[src/rtl/evscan_pkg.sv]
package evscan_pkg;

    localparam int KIND_W = 2;
    localparam int KINDS  = 1 << KIND_W;

    typedef enum logic [KIND_W-1:0] {
        EV_RX       = 2'd0,
        EV_TX_DONE  = 2'd1,
        EV_CARR_ON  = 2'd2,
        EV_CARR_OFF = 2'd3
    } evt_kind_e;

endpackage

[src/rtl/evscan_flags.sv]
module evscan_flags #(
    parameter int N     = 128,
    parameter int IDX_W = 7
) (
    input  logic             clk,
    input  logic             rst_n,
    input  logic [N-1:0]     set_pulse,
    input  logic             clr_en,
    input  logic [IDX_W-1:0] clr_idx,
    output logic [N-1:0]     flags
);

    logic [N-1:0] flags_d, flags_q;

    // Per-entry next value: a set pulse dominates a clear of the same entry.
    for (genvar i = 0; i < N; i++) begin : g_entry
        always_comb begin
            flags_d[i] = flags_q[i];
            if (clr_en && (clr_idx == IDX_W'(i)))
                flags_d[i] = 1'b0;
            if (set_pulse[i])
                flags_d[i] = 1'b1;
        end
    end

    always_ff @(posedge clk) begin
        if (!rst_n) flags_q <= '0;
        else        flags_q <= flags_d;
    end

    assign flags = flags_q;

endmodule

[src/rtl/evscan_irq.sv]
module evscan_irq #(
    parameter int LEVELS = 4,
    parameter int LVL_W  = 2
) (
    input  logic              clk,
    input  logic              rst_n,
    input  logic              raise_en,
    input  logic [LVL_W-1:0]  raise_lvl,
    input  logic [LEVELS-1:0] ack,
    output logic [LEVELS-1:0] irq
);

    logic [LEVELS-1:0] irq_d, irq_q;

    // A raise in the same cycle as an acknowledge of that level keeps it set.
    for (genvar l = 0; l < LEVELS; l++) begin : g_level
        always_comb begin
            irq_d[l] = irq_q[l] & ~ack[l];
            if (raise_en && (raise_lvl == LVL_W'(l)))
                irq_d[l] = 1'b1;
        end
    end

    always_ff @(posedge clk) begin
        if (!rst_n) irq_q <= '0;
        else        irq_q <= irq_d;
    end

    assign irq = irq_q;

endmodule

[src/rtl/evscan_top.sv]
module evscan_top
    import evscan_pkg::*;
#(
    parameter int LINES = 32
) (
    input  logic                               clk,
    input  logic                               rst_n,
    input  logic [LINES*KINDS-1:0]             set_pulse,
    input  logic                               cpu_rd,
    input  logic [KINDS-1:0]                   irq_ack,
    output logic [$clog2(LINES)-1:0]           scan_line,
    output logic [KIND_W-1:0]                  scan_kind,
    output logic                               scan_locked,
    output logic                               scan_busy,
    output logic [KINDS-1:0]                   irq_req
);

    localparam int LINE_W = $clog2(LINES);
    localparam int NFLAGS = LINES * KINDS;
    localparam int IDX_W  = LINE_W + KIND_W;
    localparam int CNT_W  = IDX_W;

    typedef struct packed {
        logic [IDX_W-1:0] ptr;
        logic [CNT_W-1:0] steps;
        logic             locked;
        logic             busy;
    } scan_st_t;

    scan_st_t         st_d, st_q;
    logic [NFLAGS-1:0] flags;
    logic [IDX_W-1:0]  cand;
    logic              raise_en;
    logic              clr_en;
    evt_kind_e         raise_kind;

    evscan_flags #(
        .N     (NFLAGS),
        .IDX_W (IDX_W)
    ) flags_i (
        .clk       (clk),
        .rst_n     (rst_n),
        .set_pulse (set_pulse),
        .clr_en    (clr_en),
        .clr_idx   (st_q.ptr),
        .flags     (flags)
    );

    evscan_irq #(
        .LEVELS (KINDS),
        .LVL_W  (KIND_W)
    ) irq_i (
        .clk       (clk),
        .rst_n     (rst_n),
        .raise_en  (raise_en),
        .raise_lvl (raise_kind),
        .ack       (irq_ack),
        .irq       (irq_req)
    );

    always_comb begin
        st_d       = st_q;
        raise_en   = 1'b0;
        clr_en     = 1'b0;
        cand       = st_q.ptr + 1'b1;
        raise_kind = evt_kind_e'(cand[KIND_W-1:0]);

        if (st_q.busy) begin
            // One candidate entry per clock.
            st_d.ptr = cand;
            if (flags[cand]) begin
                st_d.locked = 1'b1;
                st_d.busy   = 1'b0;
                raise_en    = 1'b1;
            end else begin
                st_d.steps = st_q.steps + 1'b1;
                if (st_q.steps == {CNT_W{1'b1}})
                    st_d.busy = 1'b0;
            end
        end else if (st_q.locked) begin
            if (cpu_rd) begin
                clr_en      = 1'b1;
                st_d.locked = 1'b0;
                st_d.busy   = 1'b1;
                st_d.steps  = '0;
            end
        end else if (|flags) begin
            st_d.busy  = 1'b1;
            st_d.steps = '0;
        end
    end

    always_ff @(posedge clk) begin
        if (!rst_n) st_q <= '0;
        else        st_q <= st_d;
    end

    assign scan_line   = st_q.ptr[IDX_W-1:KIND_W];
    assign scan_kind   = st_q.ptr[KIND_W-1:0];
    assign scan_locked = st_q.locked;
    assign scan_busy   = st_q.busy;

endmodule

[config.mk]
export PLATFORM = sky130hd
export DESIGN_NAME = evscan_top
export DESIGN_NICKNAME = d
export VERILOG_FILES = /design/src/rtl/evscan_pkg.sv /design/src/rtl/evscan_flags.sv /design/src/rtl/evscan_irq.sv /design/src/rtl/evscan_top.sv
export SDC_FILE = /design/constraint.sdc
export NUM_CORES = 1
export LEC_CHECK = 0
export BUFFER_PORTS_ARGS = -buffer_cell sky130_fd_sc_hd__buf_2
export CAP_MARGIN = 10
export CORE_ASPECT_RATIO = 1.75
export CORE_MARGIN = 2
export CORE_UTILIZATION = 45
export DETAILED_ROUTE_END_ITERATION = 12
export PLACE_DENSITY_LB_ADDON = 0.1
export SLEW_MARGIN = 20
export SYNTH_ARGS = -nofsm -noshare
export SYNTH_HDL_FRONTEND = slang
export SYNTH_SLANG_ARGS = --single-unit
export TNS_END_PERCENT = 20
[constraint.sdc]
create_clock -name clk -period 7.1 [get_ports clk]
set_input_delay 1.42 -clock clk [delete_from_list [all_inputs] [get_ports clk]]
set_output_delay 1.42 -clock clk [all_outputs]
set_load 0.05 [all_outputs]
==> impl_metrics.toml, run 1 <==
[global_routing]
grt_usage = 0.326
grt_max_degree = 115
antenna_found_initial = 0
grt_pass1_vias = 6945
gr-total-overflow = 0
grt_pass1_wl_um = 41800

[pwr]
total_power_mw = 2.32
p_leak_nw = 3.47
vdd_drop_max_mv = 0.159
powerDensity_nw_per_um2 = 265

[clock_tree]
worstSkewPairLatency_ps = 430
cts_sinks = 148
htree_num_levels = 4
cts_buffers = 17
post-cts-setup-buffers = 0
cts_buffer_depth = 2
clkTransAtPathRegs_ps = 70
cts_tree = "done"
cts_resized = 0
root_buffer = "clkbuf_16"
cts_hold_buffers = 0

[setup_path]
critPathMaxFanout = 42
cp.arrival_ps = 4500
ff2ff_path_depth = 9
reg2reg_slack_ps = 2930
r2r-end = "st_q[4]$_SDFFE_PN0P_"
r2r-start = "scan_kind[0]$_SDFFE_PN0P_"
worstSetupEndpoint = "st_q[4]$_SDFFE_PN0P_"
required_ps = 7420
worst_setup_path_end_kind = "flop"
critPathLaunch = "scan_kind[0]$_SDFFE_PN0P_"
critical_path_class = "flop to flop"
cp-start-kind = "flop"

[layout]
final_util = 0.539
drive_above_1_share = 0.247
layout.cells.non_filler = 1104
fin_area_sq_um = 8740
nets = 1040
areaGrowthSynthToFinish_pct = 18.4
num_antenna_cells = 0

[timing]
max-slew-margin-rel = 0.287
max_freq_ghz = 0.240
fin_crit_sh = 0.588
worstMarginPinSlew_ps = 1070
hold_viol = 0
slew_viol_final = 0
rsz0062_at_grt = "no"
fin_crit_ps = 4170
fin_tns_setup_ps = 0
layout_setup_ws_ps = 2930
clock_skew_ps = 9.41
timing.hold.ws_ps = 506
finalSetupViolCount = 0

[synthesis]
synth_most_common_cell = "dfxtp_1"
synth_top_cells_by_count = "dfxtp_1 (148), o21a_1 (128), nand2_1 (92)"
synth_top_family_by_area = "compound AO/OA/AOI/OAI gates"
synth_xor_area_frac = 0.0108
ys_seq_area_frac = 0.401
synth-seq-cells = 148
synth_area_sq_um = 7380
yosys_warnings = 0
synth_cell_types = 52
synth_compound_area_frac = 0.215
synth_area_per_cell_sq_um = 9.46
synth_simple_gate_area_share = 0.198
synth_adder_area_share = 0.0102
synth_top_area_frac = 0.401
yosysTopAreaCell = "dfxtp_1"
yosys_most_used_dff = "dfxtp_1"
synth_area_leaders = "dfxtp_1 (40%), o21a_1 (13%), mux4_2 (9.8%), nor2b_1 (6.3%), a21oi_1 (4.8%)"
syn-num-nets = 922
synthArstFlopShare = 0
muxShareOfSynthArea = 0.123
synth-edff-count = 0
netlist_instances = 781

[floorplanning]
num_rows = 62
die_area_sq_um = 17500
fp.dieW_um = 101
start_util = 0.455
fp.dieH_um = 173
ios = 148
core_sq_um = 16200

[routing]
wl_um = 28100
postRouteAntennaNets = 0
drt-vias-per-instance = 6.16
drc = 0
drt_pass1_iterations = 8
wl_per_cell_um = 25.5
drtIter0Drc = 514
vias = 6800

[placement]
place_area_sq_um = 8130
hpwlAfterDp_um = 21400
portBuffers = 147
dp_cells = 1072
gp_congestion = 0.957
place_ws_ps = 2580

[run]
cap_violations = 0

[worst_hold_path]
hold_path_class = "flop to flop"
hp-start = "st_q[3]$_SDFFE_PN0P_"

[run_status]
status = "complete, no violations"
[layer usage]
metal / vias up / global-route usage / share of wire
li1: 3087 / - / -
met1: 3270 / 0.351 / 0.34
met2: 345 / 0.589 / 0.54
met3: 98 / 0.0460 / 0.056
met4: 0 / 0.194 / 0.068
met5: - / 0 / 0
[cell families after synthesis]
family                     after synthesis
and+or+nand+nor                        278
muxes                                   51
DFF                                    148
AOI/OAI and AO/OA                      232
adders and majority gates                6
buffers and inverters                   59
xor gates and xnor gates                 7
[worst max-delay path, cell delays in order, from the launching register on]
cell      delay (ps)
dfxtp_2         1040
inv_1            240
ha_4             780
mux4_2           590
mux2i_1          260
a222oi_1         140
a22oi_1          230
buf_4            230
nand3_2          210
a41o_1           330
[sequential cells by signal (all words and copies together) (netlist names)]
| signal | count |
|---|---|
| irq_i.irq | 4 |
| scan_busy | 1 |
| st_q | 7 |
| scan_locked | 1 |
| scan_line | 5 |
| flags_i.flags | 128 |
| scan_kind | 2 |
[cell usage in the layout, fill, tap and decap left out, drive strengths merged, types with 3 or more instances in the layout]
| cell | netlist | routed |
|---|---|---|
| clkbuf | 31 | 17 |
| buf | 23 | 153 |
| xnor2 | 4 | 4 |
| a21oi | 71 | 71 |
| nor2b | 74 | 74 |
| and4b | 5 | 5 |
| and2 | 4 | 4 |
| a41o | 4 | 4 |
| a222oi | 5 | 5 |
| nor3 | 3 | 3 |
| o21ai | 6 | 6 |
| nor4 | 32 | 32 |
| ha | 6 | 6 |
| or3 | 4 | 4 |
| o21a | 128 | 128 |
| nand3 | 16 | 16 |
| inv | 5 | 16 |
| and3 | 4 | 4 |
| a32o | 3 | 3 |
| mux2i | 19 | 19 |
| nor2 | 24 | 24 |
| nand2 | 92 | 92 |
| xor2 | 3 | 3 |
| nand4 | 11 | 11 |
| mux4 | 32 | 32 |
| dfxtp | 148 | 148 |
[power by group]
group,internal [mW],total [mW],switching [mW]
logic,0.208,0.383,0.175
clock network,0.535,0.952,0.417
registers,0.888,0.983,0.0951
total,1.63,2.32,0.687
[how the worst min path moves through the flow]
stage / end / slack [ps] / cells after the start
3_5_place_dp: st_q[3]$_SDFFE_PN0P_ / 500 / 2
2_1_floorplan: st_q[3]$_SDFFE_PN0P_ / 460 / 2
6_report: st_q[3]$_SDFFE_PN0P_ / 510 / 2
4_1_cts: st_q[3]$_SDFFE_PN0P_ / 510 / 2
5_1_grt: st_q[3]$_SDFFE_PN0P_ / 530 / 2
3_3_place_gp: st_q[3]$_SDFFE_PN0P_ / 480 / 2
[cell type report]
cell class,instances,area [sq um]
Clock buffer,17,425
Clock inverter,15,180
Fill cell,1545,7470
Inverter,5,18.8
Multi-Input combinational cell,574,4130
Sequential cell,148,2960
Tap cell,192,240
Timing Repair Buffer,153,783
Note: power is estimated with default switching activity, not from simulation.
==> inputs of run 2 (changes only) <==
==> constraint.sdc (replaced) <==
create_clock -name clk -period 4.3 [get_ports clk]
set_input_delay 0.86 -clock clk [delete_from_list [all_inputs] [get_ports clk]]
set_output_delay 0.86 -clock clk [all_outputs]
set_load 0.05 [all_outputs]
==> impl_metrics.toml, run 2 (synthesis results as in run 1) <==
[placement]
dp_cells = 1079
hpwlAfterDp_um = 21500
portBuffers = 147
gp_congestion = 0.945
place_area_sq_um = 8180

[clock_tree]
root_buffer = "clkbuf_16"
cts_tree = "done"
htree_num_levels = 4
post-cts-setup-buffers = 0
cts_hold_buffers = 0
cts_sinks = 148
cts_buffer_depth = 2
clkTransAtPathRegs_ps = 60
cts_buffers = 17
cts_resized = 0
worstSkewPairLatency_ps = 420

[setup_path]
ff2ff_path_depth = 10
worst_setup_path_end_kind = "flop"
cp_slowest_cell = "ha_2"
critPathLaunch = "scan_kind[1]$_SDFFE_PN0P_"
cp-start-kind = "flop"
cp_cell_sequence = "inv_1, ha_2, buf_4, mux4_2, mux2i_1, a222oi_1, a22oi_1, buf_4, nand3_2, a41o_1"
cpPeakStageDelay_ps = 570
r2r-end = "st_q[5]$_SDFFE_PN0P_"
crit_top_cell = "buf_4"
reg2reg_slack_ps = 710
critical_path_class = "flop to flop"
cp.arrival_ps = 3900
required_ps = 4620
critPathMaxFanout = 16
r2r-start = "scan_kind[1]$_SDFFE_PN0P_"

[global_routing]
grt_pass1_wl_um = 42000
grt_pass1_vias = 7155
grt_max_degree = 120
grt_usage = 0.328
antenna_found_initial = 0
gr-total-overflow = 0

[floorplanning]
fp.dieW_um = 101
die_area_sq_um = 17500
ios = 148
start_util = 0.455
num_rows = 62
fp.dieH_um = 173
core_sq_um = 16200

[layout]
layout.cells.non_filler = 1108
nets = 1047
drive_above_1_share = 0.249
final_common_cell = "dfxtp_1"
fin_area_sq_um = 8830
largest_reg_flops = 128
final_cell_mix = "dfxtp_1 (147), buf_2 (146), o21a_1 (128), nand2_1 (92), nor2b_1 (74)"
num_antenna_cells = 0
areaGrowthSynthToFinish_pct = 19.6

[timing]
finalSetupViolCount = 0
max_freq_ghz = 0.279
fin_crit_sh = 0.834
hold_viol = 0
slew_viol_final = 0
clock_skew_ps = 8.91
fin_crit_ps = 3590
max-slew-margin-rel = 0.275
worstMarginPinSlew_ps = 1090
rsz0062_at_grt = "no"
fin_tns_setup_ps = 0

[pwr]
vdd_drop_max_mv = 0.259
p_leak_nw = 3.52
powerDensity_nw_per_um2 = 445

[routing]
vias = 6843
wl_um = 28000
drt_pass1_iterations = 6
postRouteAntennaNets = 0
drtIter0Drc = 412
drc = 0
drt-vias-per-instance = 6.18
wl_per_cell_um = 25.3

[worst_hold_path]
hp-start = "st_q[3]$_SDFFE_PN0P_"
min_delay_path_depth = 2
holdPathEnd = "st_q[3]$_SDFFE_PN0P_"
hold_path_class = "flop to flop"

[run]
cap_violations = 0

[run_status]
status = "complete, no violations"
## run 2: power by group
part	switching [mW]	internal, mW
Clock	0.579	1.09
Sequential	0.124	1.47
Combinational	0.324	0.345
## run 2: stage by stage
stage                      util  power (mW)  setup slack (ps)  hold slack, ps
final                     0.545        3.93               714             492
after global routing      0.545        4.07               476             541
after CTS                 0.544        3.94               683             495
after detailed placement  0.504        2.29               696             485
after global placement    0.504        2.26               752             474
after floorplan               -        2.05              1120             462
## run 2: how the worst max path moves through the flow
stage / to / slack (ps)
floorplan: st_q[4]$_SDFFE_PN0P_ / 1120
global placement: st_q[8]$_SDFFE_PN0P_ / 750
detailed placement: st_q[8]$_SDFFE_PN0P_ / 700
CTS: st_q[5]$_SDFFE_PN0P_ / 680
global route: st_q[6]$_SDFFE_PN0P_ / 480
finish: st_q[5]$_SDFFE_PN0P_ / 710
## run 2: layer usage
metal | share of wire | up-vias | track usage
met2 | 0.54 | 364 | 0.594
li1 | - | 3099 | -
met5 | 0 | - | 0
met1 | 0.33 | 3281 | 0.340
met3 | 0.061 | 99 | 0.0581
met4 | 0.066 | 0 | 0.199
## run 2: worst max-delay path, delay by kind of cell (launching register included)
family / cells / cell delay (ps)
AND/OR/NAND/NOR: 1 / 200
adder cells (fa/ha/maj): 1 / 570
multiplexers: 2 / 780
flip-flops: 1 / 500
AO/OA/AOI/OAI: 3 / 660
buffers and inverters: 3 / 750
## run 2: area by class of cell
class / instances / area, sq um
clock buffers: 19 / 443
clock inverters: 10 / 206
fillers: 1523 / 7380
inverters: 5 / 18.8
multi-input cells: 574 / 4120
flip-flops and latches: 148 / 2960
well taps: 192 / 240
repair buffers: 160 / 836
==> inputs of run 3 (changes only) <==
==> constraint.sdc (replaced) <==
create_clock -name clk -period 3.7 [get_ports clk]
set_input_delay 0.74 -clock clk [delete_from_list [all_inputs] [get_ports clk]]
set_output_delay 0.74 -clock clk [all_outputs]
set_load 0.05 [all_outputs]
==> impl_metrics.toml, run 3 (synthesis results as in run 1) <==
[setup_path]
r2r-end = "st_q[8]$_SDFFE_PN0P_"
cp.arrival_ps = 3600
path_depth = 10
required_ps = 4010
crit_top_cell = "buf_4"
ff2ff_path_depth = 10
path_buf_inv = 3
r2r-start = "scan_kind[0]$_SDFFE_PN0P_"
cp_cell_sequence = "buf_4, nand3_1, xor2_4, buf_4, mux2i_1, a222oi_1, a22oi_1, buf_4, nand3_2, a41o_1"
worstSetupEndpoint = "st_q[8]$_SDFFE_PN0P_"
cp_slowest_cell = "buf_4"
critPathMaxFanout = 40
cpPeakStageDelay_ps = 470
cp-start-kind = "flop"
crit_family = "buffers and inverters"
critPathLaunch = "scan_kind[0]$_SDFFE_PN0P_"
critical_path_class = "flop to flop"
reg2reg_slack_ps = 420
worst_setup_path_end_kind = "flop"

[global_routing]
gr-total-overflow = 0
grt_pass1_vias = 7043
grt_pass1_wl_um = 41700
grt_usage = 0.321
grt_max_degree = 102
antenna_found_initial = 0

[layout]
final_util = 0.541
fillers = 1585
largest_reg_flops = 128
areaGrowthSynthToFinish_pct = 18.7
final_cell_mix = "dfxtp_1 (147), buf_2 (146), o21a_1 (128), nand2_1 (92), nor2b_1 (74)"
num_antenna_cells = 0
drive_above_1_share = 0.254
layout.cells.non_filler = 1113
nets = 1049
final_common_cell = "dfxtp_1"

[routing]
postRouteAntennaNets = 0
drt_pass1_iterations = 5
drtIter0Drc = 479
drc = 0
vias = 6957
drt-vias-per-instance = 6.25
wl_um = 27700
wl_per_cell_um = 24.9

[timing]
finalSetupViolCount = 0
hold_viol = 0
fin_tns_setup_ps = 0
fin_crit_ps = 3280
fin_crit_sh = 0.887
clock_skew_ps = 17.0
max_freq_ghz = 0.305
worstMarginPinSlew_ps = 892
rsz0062_at_grt = "no"
slew_viol_final = 0
max-slew-margin-rel = 0.406

[clock_tree]
cts_buffers = 17
cts_tree = "done"
cts_buffer_depth = 2
post-cts-setup-buffers = 0
cts_sinks = 148
cts_resized = 0
clkTransAtPathRegs_ps = 70
worstSkewPairLatency_ps = 430
root_buffer = "clkbuf_16"
htree_num_levels = 4
cts_hold_buffers = 0

[floorplanning]
start_util = 0.455
fp.dieH_um = 173
core_sq_um = 16200
ios = 148
fp.dieW_um = 101
num_rows = 62
die_area_sq_um = 17500

[pwr]
p_leak_nw = 3.50
powerDensity_nw_per_um2 = 491
total_power_mw = 4.31
vdd_drop_max_mv = 0.351

[placement]
portBuffers = 147
hpwlAfterDp_um = 21000
dp_cells = 1081
gp_congestion = 0.948

[worst_hold_path]
hold_path_class = "flop to flop"

[run_status]
status = "complete, no violations"

[run]
cap_violations = 0
## run 3: cell count changes in the layout (fill, tap and decap cells not counted)
cell | before | now
bufinv_16 | 6 | 0
inv_6 | 0 | 6
inv_8 | 0 | 4
clkinv_4 | 1 | 3
buf_12 | 0 | 1
buf_4 | 14 | 15
clkbuf_1 | 1 | 0
clkbuf_8 | 1 | 0
clkinvlp_4 | 1 | 0
## run 3: per-layer routing
metal | track usage | part of all wire | up-vias
li1 | - | - | 3106
met1 | 0.349 | 0.34 | 3326
met2 | 0.564 | 0.52 | 417
met3 | 0.0496 | 0.067 | 108
met4 | 0.210 | 0.076 | 0
met5 | 0 | 0 | -
## run 3: power breakdown
part	leakage [nW]	internal, mW	total [mW]	switching (mW)
combinational	1.98	0.406	0.785	0.379
sequential	1.24	1.70	1.84	0.140
clock	0.281	0.891	1.68	0.787
## run 3: worst min path at each step
| stage | from | end | slack [ps] | cells after the start |
|---|---|---|---|---|
| 2_1_floorplan | st_q[3]$_SDFFE_PN0P_ | st_q[3]$_SDFFE_PN0P_ | 460 | 2 |
| 3_5_place_dp | st_q[3]$_SDFFE_PN0P_ | st_q[3]$_SDFFE_PN0P_ | 490 | 2 |
| 3_3_place_gp | st_q[3]$_SDFFE_PN0P_ | st_q[3]$_SDFFE_PN0P_ | 480 | 2 |
| 4_1_cts | st_q[3]$_SDFFE_PN0P_ | st_q[3]$_SDFFE_PN0P_ | 500 | 2 |
| 6_report | st_q[3]$_SDFFE_PN0P_ | st_q[3]$_SDFFE_PN0P_ | 490 | 2 |
| 5_1_grt | set_pulse[120] | flags_i.flags[120]$_SDFFE_PN0P_ | 510 | 2 |
## run 3: worst register-to-register path: cells and delay by family, from the launching register on
family / cells / cell delay (ps)
buffers and inverters: 3 / 950
AO/OA/AOI/OAI: 3 / 710
AND/OR/NAND/NOR: 2 / 490
XOR/XNOR: 1 / 430
flip-flops: 1 / 340
multiplexers: 1 / 260
## run 3: final cells by class
type,count,area [sq um],share of cell area
multi-input cells,574,4120,0.470
clock buffers,17,425,0.0485
clock inverters,15,134,0.0153
repair buffers,162,863,0.0985
well taps,192,240,0.0274
inverters,5,18.8,0.00214
flip-flops and latches,148,2960,0.338
## run 3: per-stage QoR
stage	area, sq um	setup WS (ps)	hold WS, ps
after floorplan	7380	522	462
after global placement	8200	522	476
after detailed placement	8200	476	488
after CTS	8760	445	498
after global routing	8770	220	515
final	8770	417	493
